$ cat config.mk
export PLATFORM = sky130hd
export DESIGN_NAME = irq_regblock
export DESIGN_NICKNAME = d
export VERILOG_FILES = /design/src/rtl/irq_regs_pkg.sv /design/src/rtl/irq_rw_word.sv /design/src/rtl/irq_core.sv /design/src/rtl/irq_regblock.sv
export SDC_FILE = /design/constraint.sdc
export NUM_CORES = 1
export LEC_CHECK = 0
export ABC_AREA = 1
export BUFFER_PORTS_ARGS = -buffer_cell sky130_fd_sc_hd__buf_4
export CORE_MARGIN = 3
export CORE_UTILIZATION = 54
export CTS_BUF_LIST = sky130_fd_sc_hd__clkbuf_4
export CTS_CLUSTER_SIZE = 30
export DETAILED_ROUTE_END_ITERATION = 16
export PLACE_DENSITY = 0.87
export SYNTH_ARGS = -nofsm -noshare
export SYNTH_HDL_FRONTEND = slang
export SYNTH_SLANG_ARGS = --single-unit
$ cat constraint.sdc
create_clock -name clk -period 1.4 [get_ports clk]
set_input_delay 0.07 -clock clk [delete_from_list [all_inputs] [get_ports clk]]
set_output_delay 0.07 -clock clk [all_outputs]
set_load 0.05 [all_outputs]
$ cat src/rtl/irq_regs_pkg.sv
package irq_regs_pkg;
  parameter int DATA_W = 32;
  parameter int ADDR_W = 8;

  localparam logic [ADDR_W-1:0] OFF_CTRL   = 8'h00;
  localparam logic [ADDR_W-1:0] OFF_STATUS = 8'h04;
  localparam logic [ADDR_W-1:0] OFF_TESTIO = 8'h08;
  localparam logic [ADDR_W-1:0] OFF_GEN    = 8'h0C;
  localparam logic [ADDR_W-1:0] OFF_MASK   = 8'h10;
  localparam logic [ADDR_W-1:0] OFF_CLR    = 8'h14;
  localparam logic [ADDR_W-1:0] OFF_MSKPND = 8'h18;
  localparam logic [ADDR_W-1:0] OFF_PEND   = 8'h1C;
  localparam logic [ADDR_W-1:0] OFF_LIVE   = 8'h20;

  localparam logic [DATA_W-1:0] RST_CTRL   = 32'h0000_0003;
  localparam logic [DATA_W-1:0] RST_TESTIO = 32'h0010_0808;

  function automatic logic [DATA_W-1:0] masked_view(input logic [DATA_W-1:0] pend,
                                                    input logic [DATA_W-1:0] msk);
    return pend & msk;
  endfunction

  function automatic logic [DATA_W-1:0] sticky_next(input logic [DATA_W-1:0] pend,
                                                    input logic [DATA_W-1:0] clr,
                                                    input logic [DATA_W-1:0] src);
    return (pend & ~clr) | src;
  endfunction
endpackage

$ cat src/rtl/irq_rw_word.sv
module irq_rw_word #(
  parameter int W = 32,
  parameter logic [W-1:0] RESET_VAL = '0
) (
  input  logic         clk,
  input  logic         rst_n,
  input  logic         wr_en,
  input  logic [W-1:0] wr_data,
  output logic [W-1:0] q
);
  always_ff @(posedge clk) begin
    if (!rst_n)     q <= RESET_VAL;
    else if (wr_en) q <= wr_data;
  end
endmodule

$ cat src/rtl/irq_core.sv
module irq_core
  import irq_regs_pkg::*;
#(
  parameter int N = DATA_W
) (
  input  logic         clk,
  input  logic         rst_n,
  input  logic [N-1:0] src_in,
  input  logic         gen_wr,
  input  logic         gen_d,
  input  logic         mask_wr,
  input  logic [N-1:0] mask_d,
  input  logic [N-1:0] clr_vec,
  output logic         gen_q,
  output logic [N-1:0] mask_q,
  output logic [N-1:0] stk_q,
  output logic [N-1:0] masked,
  output logic         irq_q
);
  logic any_pending;

  assign masked      = masked_view(stk_q, mask_q);
  assign any_pending = |masked;

  always_ff @(posedge clk) begin
    if (!rst_n) begin
      gen_q  <= 1'b0;
      mask_q <= '0;
      stk_q  <= '0;
      irq_q  <= 1'b0;
    end else begin
      if (gen_wr)  gen_q  <= gen_d;
      if (mask_wr) mask_q <= mask_d;
      stk_q <= sticky_next(stk_q, clr_vec, src_in);
      irq_q <= gen_q & any_pending;
    end
  end

  // a set bit not being cleared stays set
  p_sticky_hold_r4: assert property (@(posedge clk) disable iff (!rst_n)
    1'b1 |=> ((stk_q & $past(stk_q & ~clr_vec)) == $past(stk_q & ~clr_vec)));
  // a high source always leaves its bit set, clear or not
  p_set_wins_r7: assert property (@(posedge clk) disable iff (!rst_n)
    1'b1 |=> ((stk_q & $past(src_in)) == $past(src_in)));
  // clearing with the source low empties the bit
  p_clear_r6: assert property (@(posedge clk) disable iff (!rst_n)
    1'b1 |=> ((stk_q & $past(clr_vec & ~src_in)) == '0));
  // disabled line stays low
  p_irq_gated_r8: assert property (@(posedge clk) disable iff (!rst_n)
    !gen_q |=> !irq_q);
endmodule

$ cat src/rtl/irq_regblock.sv
module irq_regblock
  import irq_regs_pkg::*;
(
  input  logic              clk,
  input  logic              rst_n,
  input  logic [ADDR_W-1:0] bus_addr,
  input  logic              bus_wr,
  input  logic [DATA_W-1:0] bus_wdata,
  input  logic              bus_rd,
  output logic [DATA_W-1:0] bus_rdata,
  input  logic [DATA_W-1:0] src_in,
  input  logic [DATA_W-1:0] status_in,
  output logic [DATA_W-1:0] ctrl_out,
  output logic [DATA_W-1:0] testio_out,
  output logic              irq_out
);
  logic              wr_ctrl, wr_testio, wr_gen, wr_mask, wr_clr;
  logic [DATA_W-1:0] clr_vec;
  logic              gen_q;
  logic [DATA_W-1:0] mask_q, stk_q, masked;
  logic [DATA_W-1:0] rd_mux;

  assign wr_ctrl   = bus_wr && (bus_addr == OFF_CTRL);
  assign wr_testio = bus_wr && (bus_addr == OFF_TESTIO);
  assign wr_gen    = bus_wr && (bus_addr == OFF_GEN);
  assign wr_mask   = bus_wr && (bus_addr == OFF_MASK);
  assign wr_clr    = bus_wr && (bus_addr == OFF_CLR);
  assign clr_vec   = wr_clr ? bus_wdata : '0;

  irq_rw_word #(.W(DATA_W), .RESET_VAL(RST_CTRL)) u_ctrl (
    .clk(clk), .rst_n(rst_n), .wr_en(wr_ctrl), .wr_data(bus_wdata), .q(ctrl_out));

  irq_rw_word #(.W(DATA_W), .RESET_VAL(RST_TESTIO)) u_testio (
    .clk(clk), .rst_n(rst_n), .wr_en(wr_testio), .wr_data(bus_wdata), .q(testio_out));

  irq_core #(.N(DATA_W)) u_core (
    .clk(clk), .rst_n(rst_n), .src_in(src_in),
    .gen_wr(wr_gen), .gen_d(bus_wdata[0]),
    .mask_wr(wr_mask), .mask_d(bus_wdata), .clr_vec(clr_vec),
    .gen_q(gen_q), .mask_q(mask_q), .stk_q(stk_q), .masked(masked), .irq_q(irq_out));

  always_comb begin
    unique case (bus_addr)
      OFF_CTRL:   rd_mux = ctrl_out;
      OFF_STATUS: rd_mux = status_in;
      OFF_TESTIO: rd_mux = testio_out;
      OFF_GEN:    rd_mux = {{(DATA_W-1){1'b0}}, gen_q};
      OFF_MASK:   rd_mux = mask_q;
      OFF_MSKPND: rd_mux = masked;
      OFF_PEND:   rd_mux = stk_q;
      OFF_LIVE:   rd_mux = src_in;
      default:    rd_mux = '0;
    endcase
  end

  always_ff @(posedge clk) begin
    if (!rst_n) bus_rdata <= '0;
    else        bus_rdata <= bus_rd ? rd_mux : '0;
  end

  // no read, no data
  p_rdata_idle_r11: assert property (@(posedge clk) disable iff (!rst_n)
    !bus_rd |=> (bus_rdata == '0));
  // out-of-map read returns zero
  p_unmapped_zero_r10: assert property (@(posedge clk) disable iff (!rst_n)
    (bus_rd && (bus_addr > OFF_LIVE)) |=> (bus_rdata == '0));
endmodule

==> results of run 1 <==
==> placed cells by master, fill, tap and decap left out, types with 5 or more instances in the layout <==
| cell | instances |
|---|---|
| o21ai_0 | 9 |
| nand2_1 | 173 |
| nand3_1 | 135 |
| nor2_1 | 104 |
| inv_2 | 11 |
| dfxtp_2 | 12 |
| nor2_4 | 7 |
| o21ai_1 | 144 |
| buf_12 | 14 |
| a21oi_1 | 155 |
| dfxtp_1 | 150 |
| clkbuf_4 | 17 |
| inv_1 | 107 |
| buf_4 | 230 |
| clkinv_1 | 6 |
| dlygate4sd3_1 | 138 |
| o211ai_1 | 5 |
==> worst paths after layout <==
check                                      from            end  slack (ns)  cells past startpoint
worst max-delay path            u_core.stk_q[8]   bus_rdata[8]        0.02                      5
worst min-delay path                     bus_rd  bus_rdata[10]        0.03                      3
worst max register to register  u_core.stk_q[8]   bus_rdata[8]        0.02                      5
worst min register to register     u_core.gen_q   u_core.irq_q        0.48                      2
==> report_power, final <==
part	switching, mW	total (mW)	internal (mW)
registers	0.0556	4.74	4.68
clock network	1.61	2.80	1.19
logic	0.525	1.13	0.600
total	2.19	8.67	6.47
==> flip-flops by register name (all words and copies together) (netlist names) <==
name,flops
u_core.mask_q,32
u_testio.q,32
u_ctrl.q,32
u_core.irq_q,1
u_core.gen_q,1
bus_rdata,32
u_core.stk_q,32
==> what timing repair did <==
| item | 4_1_cts | 5_1_grt |
|---|---|---|
| hold buffers | 142 | 0 |
| setup endpoints to repair | 0 | 5 |
| resized for setup | 0 | 17 |
| hold endpoints to repair | 161 | 0 |
==> critical path: cells and delay by family, from the launching register on <==
kind | cells | cell delay [ns]
flops | 1 | 0.35
simple gates | 3 | 0.29
buf+inv | 1 | 0.57
compound gates | 1 | 0.07
==> cells by family after synthesis <==
group,after synthesis
AO/OA/AOI/OAI,314
buffers and inverters,192
flip-flops,162
AND/OR/NAND/NOR,429
==> metal layers <==
metal  global-route usage [%]  up-vias
li1                         -     4291
met1                     40.9     4201
met2                     63.1      671
met3                     9.67      186
met4                     23.3        0
met5                        0        -
==> cell type report <==
type,instances,share of cell area (%)
Timing Repair Buffer,385,30.9
Clock buffer,17,1.15
Multi-Input combinational cell,743,31.2
Tap cell,176,1.99
Inverter,118,4.00
Clock inverter,14,1.30
Sequential cell,162,29.4
Antenna cell,1,0.0226
==> flow_metrics.tcl, run 1 <==
set metrics [dict create \
    yosysTopAreaCell "dfxtp_1" \
    gr-total-overflow 0 \
    cp_cell_sequence "nand3_1 -> nand2_1 -> nor2_1 -> a21oi_1 -> dlygate4sd3_1" \
    synth-seq-cells 162 \
    cts_tree "built" \
    drc 0 \
    tightestPinTransition_ns 0.647 \
    fin_nets 1535 \
    crit_fanout 3 \
    fp.dieH_um 124 \
    synth_top_family_by_area "simple AND/OR/NAND/NOR gates" \
    ys_warn_count 0 \
    finish.instance_area_sq_um 11100 \
    core_region_area_sq_um 13400 \
    rows 42 \
    nFillCells 818 \
    slew_headroom_pct 56.7 \
    topRoutingLayerUsed "met4" \
    wl_met3_um 3120 \
    cp.arrival_ns 1.85 \
    synthMuxAreaShare_pct 0 \
    viasPerCell 5.79 \
    post-route-util_pct 82.6 \
    fin_ws_ns 0.0173 \
    hold_violations 0 \
    numCtsBuffers 17 \
    clock_latency_ns 0.56 \
    ios 205 \
    powerDensity_nw_per_um2 783 \
    min_period_ns 1.38 \
    hpwl_um 16400 \
    htree_levels 4 \
    synth-compound-area-share_pct 21.2 \
    globalplace.congestion 0.868 \
    hold_ws_ns 0.0320 \
    async_flop_share_pct 0 \
    grt_pass1_wl_um 44500 \
    syn_inst 1097 \
    layout_worst_path_cycle_share_pct 98.8 \
    multi_input_area_sq_um 3450 \
    synth_common_cells "nand2_1, dfxtp_1, a21oi_1" \
    first_pass_iters 6 \
    syn_area_per_cell_sq_um 6.82 \
    rsz0062_at_grt "no" \
    place_area_sq_um 9370 \
    ys_types 21 \
    grt_pass1_vias 9444 \
    start_util_pct 55.8 \
    regArea_sq_um 3260 \
    hold_path.class "in -> reg" \
    clock_skew_ns 0.0218 \
    die_x_um 124 \
    path_class "reg -> reg" \
    cts_sinks 162 \
    wl_met2_um 13800 \
    worstPathRequired_ns 1.87 \
    power_leakage_nw 5.16 \
    final_max_slew_viol_count 0 \
    drive_gt1_share_pct 21.2 \
    synthTopCellsByArea "dfxtp_1, a21oi_1, o21ai_1" \
    wl_met1_um 10300 \
    drt-initial-drc-count 830 \
    grt_max_degree 40 \
    yosysSeqAreaShare_pct 43.4 \
    dp.cells 1444 \
    antenna_found_initial 1 \
    synth_most_common_cell "nand2_1" \
    synth-simple-area-share_pct 24.6 \
    place.port_buffers 204 \
    grt.total_usage_pct 37.0 \
    syn2layout_area_growth_pct 48.0 \
    synth-xor-area-share_pct 0 \
    cts-root-buf "clkbuf_4" \
    ys.flop_type "dfxtp_1" \
    yosysTopAreaCellShare_pct 43.4 \
    syn_area_sq_um 7480 \
    clk_pin_slew_ns 0.14 \
    synth_edf_count 0 \
    antenna_left 0 \
    cp_slowest_cell "dlygate4sd3_1" \
    routed_wl_um 28900 \
    crit_path_start_kind "flip-flop" \
    maxCapViolations 0 \
    cp-end-kind "flip-flop" \
    dieArea_sq_um 15300 \
    num_vias 9349 \
    slowest_delay_ns 0.57 \
    syn_nets 1205 \
    dp_slack_ns -0.0161 \
    ctsLongestPathBuffers 2 \
    setup-tns-final_ns 0 \
    fmax_ghz 0.723 \
    wl_per_cell_um 17.9 \
    synth-adder-area-share_pct 0 \
    final-setup-viol-count 0 \
    cts_setup_buffers 0 \
    stdcell_count 1616 \
    status "finished clean" \
    total_power_mw 8.67 \
    ir_drop_mv 0.525 \
]
Note: power is estimated with default switching activity, not from simulation.
==> run 2: changes to the inputs <==
Settings changed: CELL_PAD_IN_SITES_DETAIL_PLACEMENT set to 0, CELL_PAD_IN_SITES_GLOBAL_PLACEMENT set to 2, CORE_UTILIZATION 54 to 29.
==> run 2 against run 1 <==
Clock skew is 0.0077 ns higher; flip-flop and latch count stayed put; via count is 11% lower; largest cell class is now non-clock buffers; register-to-register slack better by 0.05 ns; total power is 2.0% higher; worst setup slack better by 0.045 ns; clock-buffer cell count stayed put; sequential share of layout area is 0.72 points lower; critical path type unchanged.
==> flow_metrics.tcl, run 2 (same netlist as run 1, synthesis figures left out) <==
set metrics [dict create \
    status "finished clean" \
    dieArea_sq_um 27800 \
    setup-tns-final_ns 0 \
    maxCapViolations 0 \
    drive_gt1_share_pct 22.0 \
    ir_drop_mv 0.485 \
    powerDensity_nw_per_um2 779 \
    timing.rr.start "u_core.stk_q[2]" \
    hold_ws_ns 0.0134 \
    ctsLongestPathBuffers 2 \
    r2r_end "bus_rdata[2]" \
    p_seq_share_pct 53.6 \
    tightestPinTransition_ns 0.387 \
    min_from "bus_rd" \
    power_leakage_nw 5.17 \
    routed_wl_um 27900 \
    holdPathEnd "bus_rdata[1]" \
    layout_worst_path_cycle_share_pct 95.5 \
    drc 0 \
    fp.dieH_um 167 \
    first_pass_iters 7 \
    htree_levels 4 \
    hold_depth 3 \
    nFillCells 2615 \
    cp_cell_sequence "nand2_1 -> o21ai_1 -> nor2_1 -> a21oi_1 -> dlygate4sd3_1" \
    globalplace.congestion 0.812 \
    reg2reg_depth 5 \
    hold_violations 0 \
    worstPathRequired_ns 1.87 \
    viasPerCell 4.69 \
    final_cell_mix "buf_4, nand2_1, a21oi_1, dfxtp_1, o21ai_1" \
    start_util_pct 29.6 \
    dp_slack_ns -0.106 \
    total_power_mw 8.84 \
    gr-total-overflow 0 \
    wl_per_cell_um 15.8 \
    post-route-util_pct 44.9 \
    gr-usage-met1_pct 25.9 \
    startpoint "u_core.stk_q[2]" \
    fin_nets 1533 \
    clk_pin_slew_ns 0.14 \
    hold_path.class "in -> reg" \
    rows 58 \
    dp.cells 1602 \
    grt_util_met2_pct 33.7 \
    ff2ff_setup_slack_ns 0.06 \
    crit_fanout 3 \
    cp.arrival_ns 1.81 \
    netSwitchingFraction_pct 26.4 \
    fmax_ghz 0.748 \
    clock_skew_ns 0.0295 \
    pwr-share-clk_pct 34.0 \
    final-setup-viol-count 0 \
    cp-end-kind "flip-flop" \
    num_vias 8289 \
    syn2layout_area_growth_pct 51.6 \
    grt_pass1_vias 8187 \
    combPwrFrac_pct 12.4 \
    rsz0062_at_grt "yes" \
    place.port_buffers 204 \
    antenna_found_initial 1 \
    grt.total_usage_pct 19.7 \
    min_period_ns 1.34 \
    clock_latency_ns 0.57 \
    drt-initial-drc-count 460 \
    p_switching_mw 2.33 \
    met3_usage_pct 3.44 \
    finish.instance_area_sq_um 11300 \
    numCtsBuffers 17 \
    ios 205 \
    die_x_um 167 \
    cp_slowest_cell "dlygate4sd3_1" \
    cts-root-buf "clkbuf_4" \
    cts_sinks 162 \
    path_class "reg -> reg" \
    grt_pass1_wl_um 44000 \
    fin_ws_ns 0.0627 \
    slew_headroom_pct 74.1 \
    p_int_mw 6.51 \
    layout_commonest_cell "buf_4" \
    hpwl_um 18900 \
    crit_path_start_kind "flip-flop" \
    place_area_sq_um 9680 \
    busiest_layer "met2" \
    core_region_area_sq_um 25300 \
    slowest_delay_ns 0.57 \
    final_max_slew_viol_count 0 \
    antenna_left 0 \
    cts_tree "built" \
    stdcell_count 1768 \
    grt_max_degree 74 \
]
run 2: changes by cell type in the layout (fill, tap and decap cells not counted), moves of 2 or more:
cell | before | now
buf_12 | 14 | 21
nand2_1 | 173 | 171
dfxtp_1 | 150 | 152
dfxtp_2 | 12 | 10
nand2_2 | 2 | 4
dlymetal6s4s_1 | 2 | 0
clkinv_1 | 6 | 3
dlygate4sd3_1 | 138 | 133
clkinv_4 | 0 | 2
run 2: critical path: cells and delay by family (launching register included):
family          cells  cell delay, ns
buf+inv             1            0.57
flops               1            0.35
simple gates        2            0.19
compound gates      2            0.14
run 2: worst max path at each step:
stage | end | slack [ns]
floorplan | bus_rdata[10] | 0.35
global placement | u_ctrl.q[20] | -0.07
detailed placement | u_ctrl.q[15] | -0.11
CTS | u_core.stk_q[23] | 0.01
global route | bus_rdata[5] | -0.03
finish | bus_rdata[2] | 0.06
run 2: repair_timing:
item                                    CTS  global route
buffers inserted                          0             1
resized for setup                         0            16
endpoints found under the setup margin    0            13
hold buffers                            135             0
endpoints found under the hold margin   161             0
run 2: layout make-up:
type	count	area [sq um]	area share (%)
tap	330	413	3.64
clock inverter	14	161	1.42
multi-input combinational	743	3460	30.5
antenna	1	2.50	0.0221
clock buffer	17	128	1.13
timing repair buffer	383	3470	30.6
sequential	162	3260	28.7
inverter	118	445	3.93
run 2: per-layer routing:
metal,share of wire [%],wire (um),vias to the layer above
li1,-,-,4279
met1,47,13100,3788
met2,48,13300,199
met3,4.0,1130,23
met4,1.5,412,0
met5,0,0,-
run 2: power groups by stage:
| stage | registers (mW) | logic, mW | clock network, mW |
|---|---|---|---|
| 6_report | 4.74 | 1.10 | 3.01 |
| 5_1_grt | 4.75 | 1.19 | 3.28 |
| 4_1_cts | 4.73 | 1.09 | 3.10 |
| 3_5_place_dp | 4.84 | 0.779 | 0 |
| 3_3_place_gp | 4.84 | 0.777 | 0 |
| 2_1_floorplan | 4.84 | 0.296 | 0 |
==> run 3: changes to the inputs <==
Settings changed: CORE_ASPECT_RATIO set to 1.4.
==> run 3 against run 2 <==
Clock power increased by 19%; cell count decreased by 0.68%; clock skew decreased by 0.0091 ns; critical path type is now in -> reg.
==> flow_metrics.tcl, run 3 (same netlist as run 1, synthesis figures left out) <==
set metrics [dict create \
    nFillCells 2637 \
    wl_per_cell_um 16.2 \
    tightestPinTransition_ns 0.457 \
    finish.instance_area_sq_um 11400 \
    grt_max_degree 47 \
    slew_headroom_pct 69.5 \
    cts_tree "built" \
    crit_path_start_kind "input pin" \
    place.port_buffers 204 \
    place_area_sq_um 9600 \
    clock_latency_ns 0.60 \
    htree_levels 4 \
    path_class "in -> reg" \
    ctsLongestPathBuffers 2 \
    drt-initial-drc-count 333 \
    first_pass_iters 5 \
    viasPerCell 4.76 \
    cp.arrival_ns 1.87 \
    numCtsBuffers 17 \
    worstPathRequired_ns 1.88 \
    hpwl_um 19400 \
    fin_nets 1536 \
    globalplace.congestion 0.795 \
    dp_slack_ns -0.0461 \
    final_max_slew_viol_count 0 \
    p_int_mw 7.08 \
    gr-total-overflow 0 \
    final-setup-viol-count 0 \
    routed_wl_um 28400 \
    ir_drop_mv 0.423 \
    pwr-share-clk_pct 38.1 \
    maxCapViolations 0 \
    ios 205 \
    p_seq_share_pct 50.3 \
    cts_sinks 162 \
    powerDensity_nw_per_um2 825 \
    syn2layout_area_growth_pct 52.7 \
    antenna_left 0 \
    drc 0 \
    hold_violations 0 \
    post-route-util_pct 45.7 \
    layout_worst_path_cycle_share_pct 99.9 \
    min_period_ns 1.40 \
    rsz0062_at_grt "yes" \
    num_vias 8365 \
    grt_pass1_vias 8400 \
    crit_fanout 14 \
    combPwrFrac_pct 11.7 \
    total_power_mw 9.42 \
    antenna_found_initial 1 \
    power_leakage_nw 5.20 \
    clock_skew_ns 0.0204 \
    grt_pass1_wl_um 45100 \
    status "finished clean" \
    fmax_ghz 0.715 \
    grt.total_usage_pct 20.4 \
    fin_ws_ns 0.00102 \
    dieArea_sq_um 27800 \
    fp.dieH_um 196 \
    clk_pin_slew_ns 0.13 \
    die_x_um 142 \
    cts-root-buf "clkbuf_4" \
    rows 68 \
    layout_commonest_cell "buf_4" \
    drive_gt1_share_pct 21.6 \
    p_switching_mw 2.34 \
    final_cell_mix "buf_4, nand2_1, a21oi_1, dfxtp_1, o21ai_1" \
    netSwitchingFraction_pct 24.8 \
    hold_path.class "in -> reg" \
    core_region_area_sq_um 25000 \
    cp-end-kind "flip-flop" \
    hold_ws_ns 0.154 \
    start_util_pct 29.9 \
]
[run 3: changes by cell type in the layout (fill, tap and decap cells not counted), sizes merged]
cell / change
buf: -4
bufinv: +3
clkbuf: +1
clkinv: -1
dlygate4sd3: +7
inv: -3
[run 3: metal layers]
metal,share of wire (%),wire (um),vias to the layer above,GRT usage (%)
li1,-,-,4283,-
met1,43,12200,3854,25.0
met2,51,14500,198,36.5
met3,4.4,1250,30,3.88
met4,1.6,444,0,5.33
met5,0,0,-,0
[run 3: final timing paths]
kind | start | end | slack [ns] | cells after the start
worst max-delay path | bus_wr | u_core.stk_q[2] | 0.001 | 7
worst min-delay path | bus_addr[2] | u_core.gen_q | 0.15 | 6
worst max register to register | u_ctrl.q[0] | bus_rdata[0] | 0.07 | 5
worst min register to register | u_core.gen_q | u_core.irq_q | 0.46 | 2
[run 3: power by group through the flow]
stage	logic, mW	clock network, mW	registers, mW
floorplan	0.296	0	4.84
global placement	0.758	0	4.84
detailed placement	0.763	0	4.84
CTS	1.09	3.69	4.74
global route	1.19	3.89	4.75
finish	1.10	3.58	4.74
[run 3: final cells by class]
| type | instances | area, sq um | area share, % |
|---|---|---|---|
| Clock inverter | 13 | 235 | 2.06 |
| Multi-Input combinational cell | 743 | 3460 | 30.3 |
| Sequential cell | 162 | 3250 | 28.5 |
| Clock buffer | 18 | 135 | 1.18 |
| Timing Repair Buffer | 386 | 3490 | 30.6 |
| Tap cell | 315 | 394 | 3.45 |
| Antenna cell | 1 | 2.50 | 0.0219 |
| Inverter | 118 | 443 | 3.88 |
[run 3: per-stage QoR]
step           setup TNS, ns  std cells
2_1_floorplan              0       1097
3_3_place_gp         -0.0536       1583
3_5_place_dp          -0.502       1583
4_1_cts                    0       1756
5_1_grt              -0.0125       1756
6_report                   0       1756
[run 3: critical path, stage by stage]
cell           delay (ns)
dlygate4sd3_1        0.55
buf_4                0.16
nand3_2              0.10
buf_6                0.20
o21ai_1              0.13
a21oi_1              0.08
dlygate4sd3_1        0.57
[run 3: timing repair]
action / in CTS / in global routing
gates resized for setup: 0 / 18
buffers inserted: 0 / 1
setup endpoints to repair: 0 / 21
hold endpoints to repair: 161 / 0
hold buffers: 142 / 0
